## config.mk

```make
export PLATFORM = sky130hd
export DESIGN_NAME = mac_slice
export DESIGN_NICKNAME = d
export VERILOG_FILES = /design/src/rtl/mac_slice_pkg.sv /design/src/rtl/mac_opt_reg.sv /design/src/rtl/mac_ctrl.sv /design/src/rtl/mac_datapath.sv /design/src/rtl/mac_slice.sv
export SDC_FILE = /design/constraint.sdc
export NUM_CORES = 1
export LEC_CHECK = 0
export ABC_AREA = 1
export BUFFER_PORTS_ARGS = -buffer_cell sky130_fd_sc_hd__buf_2
export CAP_MARGIN = 20
export CORE_ASPECT_RATIO = 1.1
export CORE_MARGIN = 4
export CORE_UTILIZATION = 45
export CTS_CLUSTER_SIZE = 12
export DETAILED_ROUTE_END_ITERATION = 10
export GPL_TIMING_DRIVEN = 0
export HOLD_SLACK_MARGIN = 0.05
export PLACE_DENSITY = 0.79
export SLEW_MARGIN = 20
export SYNTH_ARGS = -nofsm -noshare
export SYNTH_HDL_FRONTEND = slang
export SYNTH_HIERARCHICAL = 1
export SYNTH_SLANG_ARGS = --single-unit
```

## constraint.sdc

```tcl
create_clock -name clk -period 4.3 [get_ports clk]
set_clock_uncertainty 0.2 [all_clocks]
set_input_delay 0.86 -clock clk [delete_from_list [all_inputs] [get_ports clk]]
set_output_delay 0.86 -clock clk [all_outputs]
set_load 0.005 [all_outputs]
```

## src/rtl/mac_slice_pkg.sv

```systemverilog
package mac_slice_pkg;

  typedef struct packed {
    logic en;
    logic ldA;
    logic ldB;
    logic ldC;
    logic ldD;
    logic clrInTop;
    logic clrInBot;
    logic clrAccTop;
    logic clrAccBot;
    logic ldAccTop;
    logic ldAccBot;
    logic updAccTop;
    logic updAccBot;
    logic subTop;
    logic subBot;
  } macStrobes_t;

  // 17-bit add/subtract: bit 16 is the carry (or borrow) out
  function automatic logic [16:0] addSub(input logic [15:0] w, input logic [15:0] x,
                                         input logic cin, input logic sub);
    if (sub) return {1'b0, w} - {1'b0, x} - {16'b0, cin};
    else     return {1'b0, w} + {1'b0, x} + {16'b0, cin};
  endfunction

endpackage

```

## src/rtl/mac_opt_reg.sv

```systemverilog
module mac_opt_reg #(
  parameter int WIDTH = 16,
  parameter bit REGISTERED = 1'b0
) (
  input  logic             clk,
  input  logic             ld,
  input  logic             clr,
  input  logic [WIDTH-1:0] d,
  output logic [WIDTH-1:0] q
);
  generate
    if (REGISTERED) begin : g_reg
      logic [WIDTH-1:0] qReg;
      always_ff @(posedge clk) begin
        if (clr)     qReg <= '0;
        else if (ld) qReg <= d;
      end
      assign q = qReg;

      p_hold_keeps_r1: assert property (@(posedge clk) disable iff (clr)
        !ld |=> $stable(qReg))
        else $error("register changed without a load strobe");
      p_clear_zero_r3: assert property (@(posedge clk) disable iff (ld && !clr)
        clr |=> (qReg == '0))
        else $error("register not cleared");
    end else begin : g_wire
      assign q = d;
    end
  endgenerate
endmodule

```

## src/rtl/mac_ctrl.sv

```systemverilog
module mac_ctrl
  import mac_slice_pkg::*;
(
  input  logic        clk,
  input  logic        ce,
  input  logic        rstInTop,
  input  logic        rstInBot,
  input  logic        rstAccTop,
  input  logic        rstAccBot,
  input  logic        holdA,
  input  logic        holdB,
  input  logic        holdC,
  input  logic        holdD,
  input  logic        holdAccTop,
  input  logic        holdAccBot,
  input  logic        subTop,
  input  logic        subBot,
  input  logic        loadAccTop,
  input  logic        loadAccBot,
  output macStrobes_t st
);
  always_comb begin
    st.en        = ce;
    st.clrInTop  = ce & rstInTop;
    st.clrInBot  = ce & rstInBot;
    st.ldA       = ce & ~rstInTop & ~holdA;
    st.ldC       = ce & ~rstInTop & ~holdC;
    st.ldB       = ce & ~rstInBot & ~holdB;
    st.ldD       = ce & ~rstInBot & ~holdD;
    st.clrAccTop = ce & rstAccTop;
    st.clrAccBot = ce & rstAccBot;
    st.ldAccTop  = ce & ~rstAccTop & loadAccTop;
    st.ldAccBot  = ce & ~rstAccBot & loadAccBot;
    st.updAccTop = ce & ~rstAccTop & ~loadAccTop & ~holdAccTop;
    st.updAccBot = ce & ~rstAccBot & ~loadAccBot & ~holdAccBot;
    st.subTop    = subTop;
    st.subBot    = subBot;
  end

  p_acc_top_one_action_r3: assert property (@(posedge clk) disable iff (!ce)
    $onehot0({st.clrAccTop, st.ldAccTop, st.updAccTop}))
    else $error("top accumulator strobes overlap");
  p_acc_bot_one_action_r3: assert property (@(posedge clk) disable iff (!ce)
    $onehot0({st.clrAccBot, st.ldAccBot, st.updAccBot}))
    else $error("bottom accumulator strobes overlap");
endmodule

```

## src/rtl/mac_datapath.sv

```systemverilog
module mac_datapath
  import mac_slice_pkg::*;
#(
  parameter int       HALF_W      = 16,
  parameter bit [3:0] IN_REG      = 4'b0000,
  parameter bit       TOP8_REG    = 1'b0,
  parameter bit       BOT8_REG    = 1'b0,
  parameter bit       MUL_PIPE1   = 1'b0,
  parameter bit       MUL_PIPE2   = 1'b0,
  parameter bit [1:0] TOP_OUT_SEL = 2'd0,
  parameter bit [1:0] TOP_X_SEL   = 2'd0,
  parameter bit       TOP_W_SEL   = 1'b0,
  parameter bit [1:0] TOP_CI_SEL  = 2'd0,
  parameter bit [1:0] BOT_OUT_SEL = 2'd0,
  parameter bit [1:0] BOT_Z_SEL   = 2'd0,
  parameter bit       BOT_Y_SEL   = 1'b0,
  parameter bit [1:0] BOT_CI_SEL  = 2'd0,
  parameter bit       A_SIGNED    = 1'b0,
  parameter bit       B_SIGNED    = 1'b0
) (
  input  logic                clk,
  input  macStrobes_t         st,
  input  logic [HALF_W-1:0]   opA,
  input  logic [HALF_W-1:0]   opB,
  input  logic [HALF_W-1:0]   opC,
  input  logic [HALF_W-1:0]   opD,
  input  logic                accumCarryIn,
  input  logic                signExtIn,
  input  logic                carryIn,
  output logic [2*HALF_W-1:0] result,
  output logic                carryOut,
  output logic                accumCarryOut,
  output logic                signExtOut
);
  localparam int BYTE_W = HALF_W / 2;
  localparam int FULL_W = 2 * HALF_W;

  logic [HALF_W-1:0] opIn  [4];
  logic [HALF_W-1:0] opEff [4];
  logic [3:0] ldVec, clrVec;

  assign opIn[0] = opA;
  assign opIn[1] = opB;
  assign opIn[2] = opC;
  assign opIn[3] = opD;
  assign ldVec  = {st.ldD, st.ldC, st.ldB, st.ldA};
  assign clrVec = {st.clrInBot, st.clrInTop, st.clrInBot, st.clrInTop};

  for (genvar i = 0; i < 4; i++) begin : g_op
    mac_opt_reg #(.WIDTH(HALF_W), .REGISTERED(IN_REG[i])) u_opReg (
      .clk(clk), .ld(ldVec[i]), .clr(clrVec[i]), .d(opIn[i]), .q(opEff[i]));
  end

  logic [HALF_W-1:0] aOp, bOp, cOp, dOp;
  assign aOp = opEff[0];
  assign bOp = opEff[1];
  assign cOp = opEff[2];
  assign dOp = opEff[3];

  // multipliers
  logic aSgn, bSgn;
  logic [FULL_W-1:0] aWide, bWide, p16Raw, p16Mid, p16Fin;
  logic [HALF_W-1:0] aHi, bHi, aLo, bLo, top8Raw, bot8Raw, top8Fin, bot8Fin;

  assign aSgn    = A_SIGNED & aOp[HALF_W-1];
  assign bSgn    = B_SIGNED & bOp[HALF_W-1];
  assign aWide   = {{(FULL_W-HALF_W){aSgn}}, aOp};
  assign bWide   = {{(FULL_W-HALF_W){bSgn}}, bOp};
  assign p16Raw  = aWide * bWide;
  assign aHi     = {{(HALF_W-BYTE_W){aSgn}}, aOp[HALF_W-1:BYTE_W]};
  assign bHi     = {{(HALF_W-BYTE_W){bSgn}}, bOp[HALF_W-1:BYTE_W]};
  assign aLo     = {{(HALF_W-BYTE_W){1'b0}}, aOp[BYTE_W-1:0]};
  assign bLo     = {{(HALF_W-BYTE_W){1'b0}}, bOp[BYTE_W-1:0]};
  assign top8Raw = aHi * bHi;
  assign bot8Raw = aLo * bLo;

  mac_opt_reg #(.WIDTH(HALF_W), .REGISTERED(TOP8_REG)) u_top8Reg (
    .clk(clk), .ld(st.en), .clr(st.clrInTop), .d(top8Raw), .q(top8Fin));
  mac_opt_reg #(.WIDTH(HALF_W), .REGISTERED(BOT8_REG)) u_bot8Reg (
    .clk(clk), .ld(st.en), .clr(st.clrInBot), .d(bot8Raw), .q(bot8Fin));
  mac_opt_reg #(.WIDTH(FULL_W), .REGISTERED(MUL_PIPE1)) u_mulPipe1 (
    .clk(clk), .ld(st.en), .clr(st.clrInBot), .d(p16Raw), .q(p16Mid));
  mac_opt_reg #(.WIDTH(FULL_W), .REGISTERED(MUL_PIPE2)) u_mulPipe2 (
    .clk(clk), .ld(st.en), .clr(st.clrInBot), .d(p16Mid), .q(p16Fin));

  // adder-subtractors and accumulators
  logic [HALF_W-1:0] accTop, accBot, xOp, wOp, zOp, yOp;
  logic              accCoTop, accCoBot, topCin, botCin;
  logic [HALF_W:0]   topSum, botSum;

  always_comb begin
    case (BOT_Z_SEL)
      2'd0:    zOp = bOp;
      2'd1:    zOp = bot8Fin;
      2'd2:    zOp = p16Fin[HALF_W-1:0];
      default: zOp = {HALF_W{signExtIn}};
    endcase
    case (TOP_X_SEL)
      2'd0:    xOp = aOp;
      2'd1:    xOp = top8Fin;
      2'd2:    xOp = p16Fin[FULL_W-1:HALF_W];
      default: xOp = {HALF_W{zOp[HALF_W-1]}};
    endcase
    yOp = BOT_Y_SEL ? dOp : accBot;
    wOp = TOP_W_SEL ? cOp : accTop;
    case (BOT_CI_SEL)
      2'd0:    botCin = 1'b0;
      2'd1:    botCin = 1'b1;
      2'd2:    botCin = accumCarryIn;
      default: botCin = carryIn;
    endcase
    botSum = addSub(yOp, zOp, botCin, st.subBot);
    case (TOP_CI_SEL)
      2'd0:    topCin = 1'b0;
      2'd1:    topCin = 1'b1;
      2'd2:    topCin = accCoBot;
      default: topCin = botSum[HALF_W];
    endcase
    topSum = addSub(wOp, xOp, topCin, st.subTop);
  end

  always_ff @(posedge clk) begin
    if (st.clrAccTop)      {accCoTop, accTop} <= '0;
    else if (st.ldAccTop)  {accCoTop, accTop} <= {1'b0, cOp};
    else if (st.updAccTop) {accCoTop, accTop} <= topSum;
  end

  always_ff @(posedge clk) begin
    if (st.clrAccBot)      {accCoBot, accBot} <= '0;
    else if (st.ldAccBot)  {accCoBot, accBot} <= {1'b0, dOp};
    else if (st.updAccBot) {accCoBot, accBot} <= botSum;
  end

  // output selection
  logic [HALF_W-1:0] outTop, outBot;
  always_comb begin
    case (TOP_OUT_SEL)
      2'd0:    outTop = topSum[HALF_W-1:0];
      2'd1:    outTop = accTop;
      2'd2:    outTop = top8Fin;
      default: outTop = p16Fin[FULL_W-1:HALF_W];
    endcase
    case (BOT_OUT_SEL)
      2'd0:    outBot = botSum[HALF_W-1:0];
      2'd1:    outBot = accBot;
      2'd2:    outBot = bot8Fin;
      default: outBot = p16Fin[HALF_W-1:0];
    endcase
  end

  assign result        = {outTop, outBot};
  assign carryOut      = topSum[HALF_W];
  assign accumCarryOut = accCoTop;
  assign signExtOut    = xOp[HALF_W-1];

  p_freeze_on_ce_low_r2: assert property (@(posedge clk) disable iff (st.en)
    !st.en |=> ($stable(accTop) && $stable(accBot)))
    else $error("accumulator moved with clock enable low");
  p_acc_top_clear_r3: assert property (@(posedge clk) disable iff (!st.en)
    st.clrAccTop |=> (accTop == '0))
    else $error("top accumulator not cleared");
  p_acc_top_load_r9: assert property (@(posedge clk) disable iff (st.clrAccTop)
    st.ldAccTop |=> (accTop == $past(cOp)))
    else $error("top accumulator not loaded from C");
  p_acc_bot_load_r9: assert property (@(posedge clk) disable iff (st.clrAccBot)
    st.ldAccBot |=> (accBot == $past(dOp)))
    else $error("bottom accumulator not loaded from D");
  p_acc_hold_r1: assert property (@(posedge clk) disable iff (st.clrAccBot)
    (!st.ldAccBot && !st.updAccBot) |=> $stable(accBot))
    else $error("bottom accumulator moved while held");
endmodule

```

## src/rtl/mac_slice.sv

```systemverilog
module mac_slice
  import mac_slice_pkg::*;
#(
  parameter int       HALF_W      = 16,
  parameter bit [3:0] IN_REG      = 4'b0000,
  parameter bit       TOP8_REG    = 1'b0,
  parameter bit       BOT8_REG    = 1'b0,
  parameter bit       MUL_PIPE1   = 1'b0,
  parameter bit       MUL_PIPE2   = 1'b0,
  parameter bit [1:0] TOP_OUT_SEL = 2'd0,
  parameter bit [1:0] TOP_X_SEL   = 2'd0,
  parameter bit       TOP_W_SEL   = 1'b0,
  parameter bit [1:0] TOP_CI_SEL  = 2'd0,
  parameter bit [1:0] BOT_OUT_SEL = 2'd0,
  parameter bit [1:0] BOT_Z_SEL   = 2'd0,
  parameter bit       BOT_Y_SEL   = 1'b0,
  parameter bit [1:0] BOT_CI_SEL  = 2'd0,
  parameter bit       A_SIGNED    = 1'b0,
  parameter bit       B_SIGNED    = 1'b0
) (
  input  logic                clk,
  input  logic                ce,
  input  logic [HALF_W-1:0]   opA,
  input  logic [HALF_W-1:0]   opB,
  input  logic [HALF_W-1:0]   opC,
  input  logic [HALF_W-1:0]   opD,
  input  logic                rstInTop,
  input  logic                rstInBot,
  input  logic                rstAccTop,
  input  logic                rstAccBot,
  input  logic                holdA,
  input  logic                holdB,
  input  logic                holdC,
  input  logic                holdD,
  input  logic                holdAccTop,
  input  logic                holdAccBot,
  input  logic                subTop,
  input  logic                subBot,
  input  logic                loadAccTop,
  input  logic                loadAccBot,
  input  logic                accumCarryIn,
  input  logic                signExtIn,
  input  logic                carryIn,
  output logic [2*HALF_W-1:0] result,
  output logic                carryOut,
  output logic                accumCarryOut,
  output logic                signExtOut
);
  macStrobes_t st;

  mac_ctrl u_ctrl (
    .clk(clk), .ce(ce),
    .rstInTop(rstInTop), .rstInBot(rstInBot),
    .rstAccTop(rstAccTop), .rstAccBot(rstAccBot),
    .holdA(holdA), .holdB(holdB), .holdC(holdC), .holdD(holdD),
    .holdAccTop(holdAccTop), .holdAccBot(holdAccBot),
    .subTop(subTop), .subBot(subBot),
    .loadAccTop(loadAccTop), .loadAccBot(loadAccBot),
    .st(st));

  mac_datapath #(
    .HALF_W(HALF_W), .IN_REG(IN_REG), .TOP8_REG(TOP8_REG), .BOT8_REG(BOT8_REG),
    .MUL_PIPE1(MUL_PIPE1), .MUL_PIPE2(MUL_PIPE2),
    .TOP_OUT_SEL(TOP_OUT_SEL), .TOP_X_SEL(TOP_X_SEL), .TOP_W_SEL(TOP_W_SEL),
    .TOP_CI_SEL(TOP_CI_SEL), .BOT_OUT_SEL(BOT_OUT_SEL), .BOT_Z_SEL(BOT_Z_SEL),
    .BOT_Y_SEL(BOT_Y_SEL), .BOT_CI_SEL(BOT_CI_SEL),
    .A_SIGNED(A_SIGNED), .B_SIGNED(B_SIGNED)
  ) u_dp (
    .clk(clk), .st(st),
    .opA(opA), .opB(opB), .opC(opC), .opD(opD),
    .accumCarryIn(accumCarryIn), .signExtIn(signExtIn), .carryIn(carryIn),
    .result(result), .carryOut(carryOut),
    .accumCarryOut(accumCarryOut), .signExtOut(signExtOut));
endmodule

```

; Yosys cells after proc, flatten, opt, wreduce, memory -nomap -nowiden
; Index checks and enable logic that the tools add are counted.
[totals]
word_cells = 32
inputBits = 83
regBits = 33
out_inout_bits = 35
[op_classes]
add_sub_neg = 4
bitwise = 16
n_mux = 6
n_reduce_logical = 3
[ops]
columns = op, n
row1 = 2-to-1 mux 16 bit, 5
row2 = adder 16 x 16 -> 17 bit, 1
row3 = 2-to-1 mux 17 bit, 1
row4 = subtractor 16 x 16 -> 17 bit, 1
row5 = adder 16 bit, 1
row6 = subtractor 16 bit, 1
row7 = AND 1 bit, 10
row8 = inverter 1 bit, 6
row9 = nonzero test 2 bit, 2
row10 = OR reduction 2 bit, 1

; Depth between registers and ports, before layout
; Gate-level depths: netlist of the first run.
[depth]
ltp_word = 6
ltp_mapped = 21
mapped_depth_nobuf = 20

; Modules after synthesis
; The synthesis of the first run kept the hierarchy.
[by_module_without_submodules]
columns = module, area_each_um2, cells_each, instances, seq_area_each_um2
row1 = mac_datapath, 3947.5, 644, 1, 660.6
row2 = mac_opt_reg, 120.1, 16, 4, 0.0
row3 = mac_ctrl, 156.4, 34, 1, 0.0

; Worst setup path before layout of the first run
; No wires, ideal clock.
[synth_timing]
path_kind = input port to output port
start = in opA[0]
end = out result[31]
setup_slack_ns = 0.248
t_arrival_ns = 2.992
t_required_ns = 3.240
stages = 18
path_buffers = 1
path_cell_list = buf_4 -> inv_1 -> ha_1 -> nand3_1 -> nor2_1 -> nand3_2 -> nor3_1 -> nor2_1 -> xor2_1 -> inv_1 -> ha_1 -> inv_1 -> nor3_1 -> and2_1 -> nand2_1 -> nand2_1 -> nand2_1 -> and2_1
[synth_between]
elab_chain_len = 2
word_cells_on_any_way = 3
cone_classes = add/sub: 2 / mux: 1
[synth_lines]
columns = element, line_no
row1 = start: declaration, mac_slice.sv:23  ; input logic [HALF_W-1:0] opA,
row2 = adder 16 x 16 -> 17 bit / subtractor 16 x 16 -> 17 bit (equally long branches), "mac_slice_pkg.sv:25, mac_slice_pkg.sv:24"
row3 = 2-to-1 mux 17 bit *, mac_slice_pkg.sv:24  ; if (sub) return {1'b0, w} - {1'b0, x} - {16'b0, cin};
row4 = end: declaration, mac_slice.sv:44  ; output logic [2*HALF_W-1:0] result,
; Every way passes the cells marked *; elsewhere a longest branch is shown, timed or not.

; Worst setup path after layout of the first run
; Ends and elaborated chain as after synthesis.

==> results of run 1 <==
[power breakdown]
group          switching, mW  internal (mW)  total, mW
clock                  0.127          0.189      0.316
combinational          0.546          0.409      0.955
sequential            0.0278          0.344      0.372
[state kept, by name (all words and copies together) (netlist names)]
name	flops
u_dp/accBot	16
u_dp/accTop	16
u_dp/accumCarryOut	1
[worst min-delay path: cells and delay by family (launching register included)]
| kind | cells | cell delay, ns |
|---|---|---|
| compound gates | 1 | 0.07 |
| flops | 1 | 0.32 |
| simple gates | 1 | 0.06 |
[path summary, 6_finish.rpt]
check                                                 start                              end  slack [ns]
worst min register to register  u_dp/accTop[2]$_SDFFE_PP0P_      u_dp/accTop[2]$_SDFFE_PP0P_        0.30
worst min-delay path            u_dp/accTop[2]$_SDFFE_PP0P_      u_dp/accTop[2]$_SDFFE_PP0P_        0.30
worst max-delay path                                 opA[0]                       result[31]        0.01
worst max register to register  u_dp/accTop[0]$_SDFFE_PP0P_  u_dp/accumCarryOut$_SDFFE_PP0P_        2.01
[what timing repair did]
item                       in CTS  in global routing
resized for setup               2                 82
hold buffers                    0                  0
pin swaps                       1                 27
buffers inserted                1                 10
cloned                          0                  0
setup endpoints to repair       2                 16
[cell type report]
cell class	instances	area [µm²]
Fill cell	932	4390
Multi-Input combinational cell	512	3240
Sequential cell	33	661
Buffer	80	584
Inverter	103	400
Timing Repair Buffer	52	294
Tap cell	120	150
Clock buffer	7	86.3
Clock inverter	1	30.0
[routing by layer]
metal / track usage / vias up / routed length, µm
met5: 0 / - / 0
met4: 0.0541 / 0 / 279
met3: 0.0234 / 23 / 810
met2: 0.387 / 163 / 6770
met1: 0.220 / 2142 / 4760
li1: - / 2394 / -
==> summary.txt, run 1 <==
Timing
  – Final Setup Violations: 0
  – Max Slew Vio Count: 0
  – Fin Hold WS: 0.302 ns
  – Final worst path period share: 0.997
  – Final worst slack: 0.0138 ns
  – Worst-Margin Slew: 0.681 ns
  – RSZ-0062 raised after global routing: true
  – Crit path time final: 4.29 ns
  – Relative slew slack: 0.545
  – Final TNS setup: 0 ns
  – Max frequency: 233 MHz
  – Fin. Hold Viols: 0

Routing
  – Drt total wl: 12.6 mm
  – Routed Antenna Nets: 0
  – Routed via count: 4722
  – Via/cell ratio: 5.20
  – # DRC: 0
  – Initial DRT Pass Iterations: 5
  – Drt initial violations: 210
  – Wire per inst: 13.9 µm

Outcome
  – Status: finished, final reports clean

Layout
  – Area growth from synthesis to layout: 20.3%
  – Fin area: 5450 µm²
  – Post-layout util: 0.554
  – # diodes: 0
  – Non-Filler Instances: 908
  – Commonest non-fill, non-tap cells in the layout: nand2_1, inv_1, buf_4, buf_2, nand3_1
  – Commonest non-fill, non-tap cell in the layout: nand2_1
  – Layout net count: 905
  – Share of layout cells above drive strength 1: 0.275

Worst hold path
  – Worst min path class: flop to flop
  – Hold depth: 2

Place
  – Port buffer count: 41
  – DP Wirelength: 9.81 mm
  – Global placer's final weighted congestion: 0.938
  – DP Area: 4890 µm²
  – Cells after DPL: 890
  – Dpl ws: -0.122 ns

Die
  – Core ar.: 9840 µm²
  – Starting Density: 0.460
  – Rows: 38
  – Die ar.: 11700 µm²
  – Die height: 113 µm
  – Io pins: 118
  – Die width: 104 µm

Worst setup path
  – Slowest stage cell, crit path: nor4_4
  – Worst path max stage delay: 0.34 ns
  – CP Cell Sequence: buf_8 > inv_6 > nand3_4 > nor4_4 > nand2_1 > nor2_2 > nand2_1 > nand2_1 > nand2_1 > nand2_1 > inv_2 > ha_4 > nand2_4 > nor3_4 > and2_1 > nand2_2 > nand2_1 > nand2_1 > and2_4 > buf_6
  – CP Max Fanout: 6
  – Setup crit end kind: primary output
  – Most frequent CP cell: nand2_1
  – Worst Setup Start Kind: input pin
  – Crit path buffers/inverters: 4
  – Worst R2R Path Depth: 13
  – CP delay by family, top: simple AND/OR/NAND/NOR gates
  – Worst EP arrival: 3.23 ns
  – CP required: 3.24 ns
  – Setup CP Type: input pin to primary output
  – WP depth: 20

Clocking
  – Worst skew pair latency: 0.29 ns
  – TritonCTS clock tree: done
  – CTS sink cnt: 33
  – Clk buf depth: 2
  – CTS Buf Count: 5
  – Clk slew on worst S/H paths: 0.07 ns
  – H-tree lvl count: 2
  – Root buf cell: clkbuf_8

Global routing
  – GRT Total Usage: 0.196
  – Initial antenna violation count: 0
  – First-pass GRT wire length: 19.0 mm
  – Grt total ovfl: 0
  – Vias in the first global route: 4315
  – Largest net degree at the start of global routing: 11

Yosys
  – Synth Warn #: 6
  – Post-Syn Instances: 729
  – Post-Syn Nets: 847
  – Syn_area_per_cell: 6.22 µm²
  – Mapped cell area: 4530 µm²

Power and ir drop
  – PnR Total Power: 1.64 mW
  – P_leak: 2.75 nW
  – PwrDens: 301 nW/µm²
  – Peak supply drop: 0.146 mV

Job
  – Max Cap Viol: 0
Note: power is estimated with default switching activity, not from simulation.
==> inputs of run 2 (changes only) <==
CORE_ASPECT_RATIO = not set   (was 1.1)
==> summary.txt, run 2 (synthesis results as in run 1) <==
Power and ir drop
  – Pint: 874 µW
  – PnR Total Power: 1.56 mW
  – Part of the power in registers: 0.237
  – P_leak: 2.73 nW
  – Clock power frac: 0.152
  – Switching power: 687 µW
  – PwrDens: 287 nW/µm²
  – Peak supply drop: 0.135 mV
  – Switching part of the total: 0.440
  – Logic pwr share: 0.611

Global routing
  – Largest net degree at the start of global routing: 11
  – Grt total ovfl: 0
  – First-pass GRT wire length: 18.5 mm
  – Vias in the first global route: 3992
  – GRT Total Usage: 0.195
  – Initial antenna violation count: 0

Die
  – Die ar.: 11700 µm²
  – Die height: 108 µm
  – Core ar.: 9770 µm²
  – Starting Density: 0.464
  – Die width: 108 µm
  – Rows: 36
  – Io pins: 118

Outcome
  – Status: finished, final reports clean

Worst setup path
  – Crit path buffers/inverters: 5
  – Setup crit end kind: primary output
  – Slowest stage cell, crit path: ha_1
  – Worst Setup Start Kind: input pin
  – CP delay by family, top: simple AND/OR/NAND/NOR gates
  – CP required: 3.24 ns
  – CP Max Fanout: 4
  – Worst path max stage delay: 0.35 ns
  – CP Cell Sequence: buf_4 > inv_4 > ha_4 > nand3_4 > nor2_4 > buf_4 > nor2_1 > xnor2_1 > ha_1 > nand2_1 > inv_2 > a21oi_2 > nor2_1 > nor2_1 > nand3_1 > and2_1 > buf_2
  – Setup CP Type: input pin to primary output
  – Most frequent CP cell: nor2_1
  – Worst EP arrival: 3.23 ns

Clocking
  – CTS sink cnt: 33
  – Clk buf depth: 2
  – Worst skew pair latency: 0.29 ns
  – Root buf cell: clkbuf_8
  – TritonCTS clock tree: done
  – Clk slew on worst S/H paths: 0.07 ns
  – CTS Buf Count: 5
  – H-tree lvl count: 2

Place
  – Global placer's final weighted congestion: 0.904
  – DP Wirelength: 9.63 mm
  – Dpl ws: -0.198 ns
  – DP Area: 4900 µm²
  – Port buffer count: 41
  – Cells after DPL: 903

Timing
  – Max Slew Vio Count: 0
  – Max frequency: 233 MHz
  – Final TNS setup: 0 ns
  – Fin. Hold Viols: 0
  – Fin Hold WS: 0.290 ns
  – Final Setup Violations: 0
  – Worst-Margin Slew: 0.743 ns
  – Final worst slack: 0.0117 ns
  – RSZ-0062 raised after global routing: true
  – Final worst path period share: 0.997
  – Relative slew slack: 0.503
  – Crit path time final: 4.29 ns

Layout
  – Area growth from synthesis to layout: 19.9%
  – # diodes: 0
  – FF+latch area: 661 µm²
  – Non-Filler Instances: 926
  – Commonest non-fill, non-tap cell in the layout: nand2_1
  – Commonest non-fill, non-tap cells in the layout: nand2_1, inv_1, buf_4, buf_2, nand3_1
  – Fill count: 959
  – Post-layout util: 0.556
  – Layout net count: 910
  – Area occupied by multi-input gates: 3230 µm²
  – Fin area: 5430 µm²
  – Share of layout cells above drive strength 1: 0.277

Routing
  – Routed Antenna Nets: 0
  – Routed via count: 4638
  – Drt initial violations: 354
  – Via/cell ratio: 5.01
  – Wire per inst: 13.4 µm
  – Initial DRT Pass Iterations: 5
  – Drt total wl: 12.4 mm
  – # DRC: 0

Worst hold path
  – Worst min path class: flop to flop

Job
  – Max Cap Viol: 0
==> run 2: cell count changes in the layout (fill, tap and decap cells not counted), moves of 3 or more <==
cell / change
buf_4: +7
a21oi_2: +4
nor3_2: -4
ha_2: +3
buf_6: -3
nor3_1: +3
nand3_2: -3
o21ai_1: +4
nor2_2: -3
a21oi_1: -4
==> run 2: path summary, 6_finish.rpt <==
kind,cells past startpoint,to,from,slack [ns]
setup reg to reg,11,u_dp/accTop[14]$_SDFFE_PP0P_,u_dp/accTop[0]$_SDFFE_PP0P_,2.10
setup / recovery,17,result[29],opA[0],0.01
hold reg to reg,2,u_dp/accBot[4]$_SDFFE_PP0P_,u_dp/accBot[4]$_SDFFE_PP0P_,0.29
hold / removal,2,u_dp/accBot[4]$_SDFFE_PP0P_,u_dp/accBot[4]$_SDFFE_PP0P_,0.29
==> run 2: layout make-up <==
type,instances,area share
inverters,103,0.0737
clock buffers,8,0.0147
well taps,133,0.0306
plain buffers,80,0.104
repair buffers,57,0.0599
flip-flops and latches,33,0.122
multi-input cells,512,0.595
==> run 2: power by group through the flow <==
stage / clock (mW) / sequential [mW] / combinational (mW)
final: 0.237 / 0.371 / 0.953
after detailed placement: 0 / 0.374 / 0.843
after global routing: 0.258 / 0.375 / 1.06
after CTS: 0.244 / 0.368 / 0.864
after global placement: 0 / 0.373 / 0.834
after floorplan: 0 / 0.367 / 0.608
==> run 2: repair_timing <==
item,in CTS,in global routing
setup endpoints to repair,8,16
buffers inserted,2,14
cloned,0,0
hold endpoints to repair,0,0
hold buffers,0,0
resized for setup,15,66
pin swaps,2,22
==> run 2: per-layer routing <==
metal / share of wire / global-route usage / vias up / routed length [µm]
met5: 0 / 0 / - / 0
met4: 0.014 / 0.0469 / 0 / 178
met3: 0.067 / 0.0269 / 14 / 835
met2: 0.46 / 0.306 / 172 / 5730
met1: 0.46 / 0.280 / 2047 / 5640
li1: - / - / 2405 / -
==> run 2: worst register-to-register path: cells and delay by family, from the launching register on <==
family                   cells  cell delay, ns
AO/OA/AOI/OAI                2            0.34
AND/OR/NAND/NOR              6            0.52
adder cells (fa/ha/maj)      2            0.68
buffers and inverters        1            0.05
flip-flops                   1            0.31
==> inputs of run 3 (changes only) <==
--- a/config.mk
+++ b/config.mk
@@ -13,7 +13,7 @@
 export CTS_CLUSTER_SIZE = 12
 export DETAILED_ROUTE_END_ITERATION = 10
-export GPL_TIMING_DRIVEN = 0
+export GPL_TIMING_DRIVEN = 1
 export HOLD_SLACK_MARGIN = 0.05
-export PLACE_DENSITY = 0.79
+export PLACE_DENSITY = 0.81
 export SLEW_MARGIN = 20
 export SYNTH_ARGS = -nofsm -noshare
==> constraint.sdc (replaced) <==
create_clock -name clk -period 3.7 [get_ports clk]
set_clock_uncertainty 0.2 [all_clocks]
set_input_delay 0.185 -clock clk [delete_from_list [all_inputs] [get_ports clk]]
set_output_delay 0.185 -clock clk [all_outputs]
set_load 0.005 [all_outputs]
==> summary.txt, run 3 (synthesis results as in run 1) <==
Worst setup path
  – Reg2reg setup slack: 1.47 ns
  – Slowest stage cell, crit path: ha_1
  – Worst R2R Path Depth: 11
  – CP Max Fanout: 5
  – CP delay by family, top: simple AND/OR/NAND/NOR gates
  – Worst path max stage delay: 0.34 ns
  – Worst Setup Start Kind: input pin
  – Worst r2r src: u_dp/accTop[0]$_SDFFE_PP0P_
  – CP required: 3.31 ns
  – Setup crit end kind: primary output
  – RR Endpoint: u_dp/accumCarryOut$_SDFFE_PP0P_
  – CP Cell Sequence: buf_2 > inv_1 > ha_1 > nand3_1 > nor2_1 > nand3_2 > nor3_1 > nor2_1 > xor2_1 > inv_1 > ha_1 > inv_1 > nor3_1 > and2_1 > nand2_1 > nand2_1 > nand2_1 > and2_1 > buf_2
  – Setup CP Type: input pin to primary output
  – Crit path buffers/inverters: 5
  – Worst EP arrival: 2.70 ns

Die
  – Die ar.: 11700 µm²
  – Rows: 36
  – Core ar.: 9770 µm²
  – Die width: 108 µm
  – Starting Density: 0.464
  – Die height: 108 µm
  – Io pins: 118

Timing
  – Relative slew slack: 0.605
  – Max frequency: 324 MHz
  – Final Setup Violations: 0
  – Final TNS setup: 0 ns
  – Worst-Margin Slew: 0.592 ns
  – Max Slew Vio Count: 0
  – Fin. Hold Viols: 0
  – Final worst path period share: 0.834
  – Crit path time final: 3.09 ns
  – RSZ-0062 raised after global routing: false
  – Fin Hold WS: 0.0728 ns

Layout
  – Area growth from synthesis to layout: 12.5%
  – FF+latch area: 661 µm²
  – Fill count: 974
  – Commonest non-fill, non-tap cell in the layout: nand2_1
  – # diodes: 0
  – Non-Filler Instances: 932
  – Area occupied by multi-input gates: 2910 µm²
  – Share of layout cells above drive strength 1: 0.183
  – Post-layout util: 0.522
  – Layout net count: 917
  – Commonest non-fill, non-tap cells in the layout: nand2_1, buf_2, inv_1, nand3_1

Routing
  – # DRC: 0
  – Routed Antenna Nets: 0
  – Drt initial violations: 262
  – Via/cell ratio: 4.90
  – Wire per inst: 12.1 µm
  – Routed via count: 4564
  – Drt total wl: 11.3 mm
  – Initial DRT Pass Iterations: 5

Clocking
  – Worst skew pair latency: 0.28 ns
  – Clk slew on worst S/H paths: 0.07 ns
  – TritonCTS clock tree: done
  – CTS sink cnt: 33
  – Post-CTS sizing: 0
  – Root buf cell: clkbuf_8
  – Setup bufs post-CTS: 0
  – H-tree lvl count: 2
  – Clk buf depth: 2
  – CTS Buf Count: 5
  – # hold bufs at CTS: 30

Worst hold path
  – HP Start: opD[0]
  – Hold depth: 4
  – Hold endpoint: u_dp/accBot[0]$_SDFFE_PP0P_
  – Worst min path class: input pin to flop

Power and ir drop
  – Peak supply drop: 0.135 mV
  – P_leak: 2.70 nW
  – PwrDens: 334 nW/µm²

Place
  – DP Wirelength: 9.04 mm
  – Global placer's final weighted congestion: 0.896
  – Port buffer count: 108
  – Cells after DPL: 895

Global routing
  – Largest net degree at the start of global routing: 20
  – Grt total ovfl: 0
  – Layer with the highest usage: met2
  – Met3 usage in global routing: 0.0245
  – Vias in the first global route: 4254
  – GRT met2 Usage: 0.325
  – Initial antenna violation count: 0
  – First-pass GRT wire length: 18.7 mm
  – GRT Total Usage: 0.195
  – GR Util met1: 0.261

Job
  – Max Cap Viol: 0

Outcome
  – Status: finished, final reports clean
-- run 3: worst max-delay path by stage --
stage	startpoint	slack [ns]	depth (start not counted)	to
detailed placement	opA[0]	0.63	19	result[31]
finish	opA[0]	0.61	19	result[31]
CTS	opA[0]	0.62	19	result[31]
global placement	opA[0]	0.62	19	result[31]
global route	opA[0]	0.30	19	result[31]
floorplan	opA[0]	1.0	18	result[31]
-- run 3: final cells by class --
cell class / instances / area share
tap: 133 / 0.0326
timing repair buffer: 144 / 0.174
inverter: 103 / 0.0758
clock buffer: 7 / 0.0169
multi-input combinational: 512 / 0.571
sequential: 33 / 0.130
-- run 3: metrics by stage --
step | worst slack [ns] | power [mW] | area, µm²
finish | 0.613 | 1.70 | 5100
global route | 0.299 | 1.85 | 5100
detailed placement | 0.627 | 1.39 | 4710
global placement | 0.621 | 1.37 | 4710
floorplan | 0.998 | 1.13 | 4530
CTS | 0.624 | 1.70 | 5100
-- run 3: power breakdown --
| part | total [mW] | switching [mW] | internal [mW] |
|---|---|---|---|
| Combinational | 0.988 | 0.569 | 0.419 |
| Sequential | 0.427 | 0.0275 | 0.400 |
| Clock | 0.287 | 0.139 | 0.148 |
| Total | 1.70 | 0.735 | 0.967 |
-- run 3: worst min-delay path, delay by kind of cell --
kind | cells | cell delay, ns
buffers and inverters | 2 | 0.13
AO/OA/AOI/OAI | 1 | 0.15
AND/OR/NAND/NOR | 1 | 0.05
-- run 3: routing by layer --
layer,routed length [µm],part of all wire
met1,5300,0.47
met2,5140,0.45
met4,237,0.021
met3,638,0.056
met5,0,0
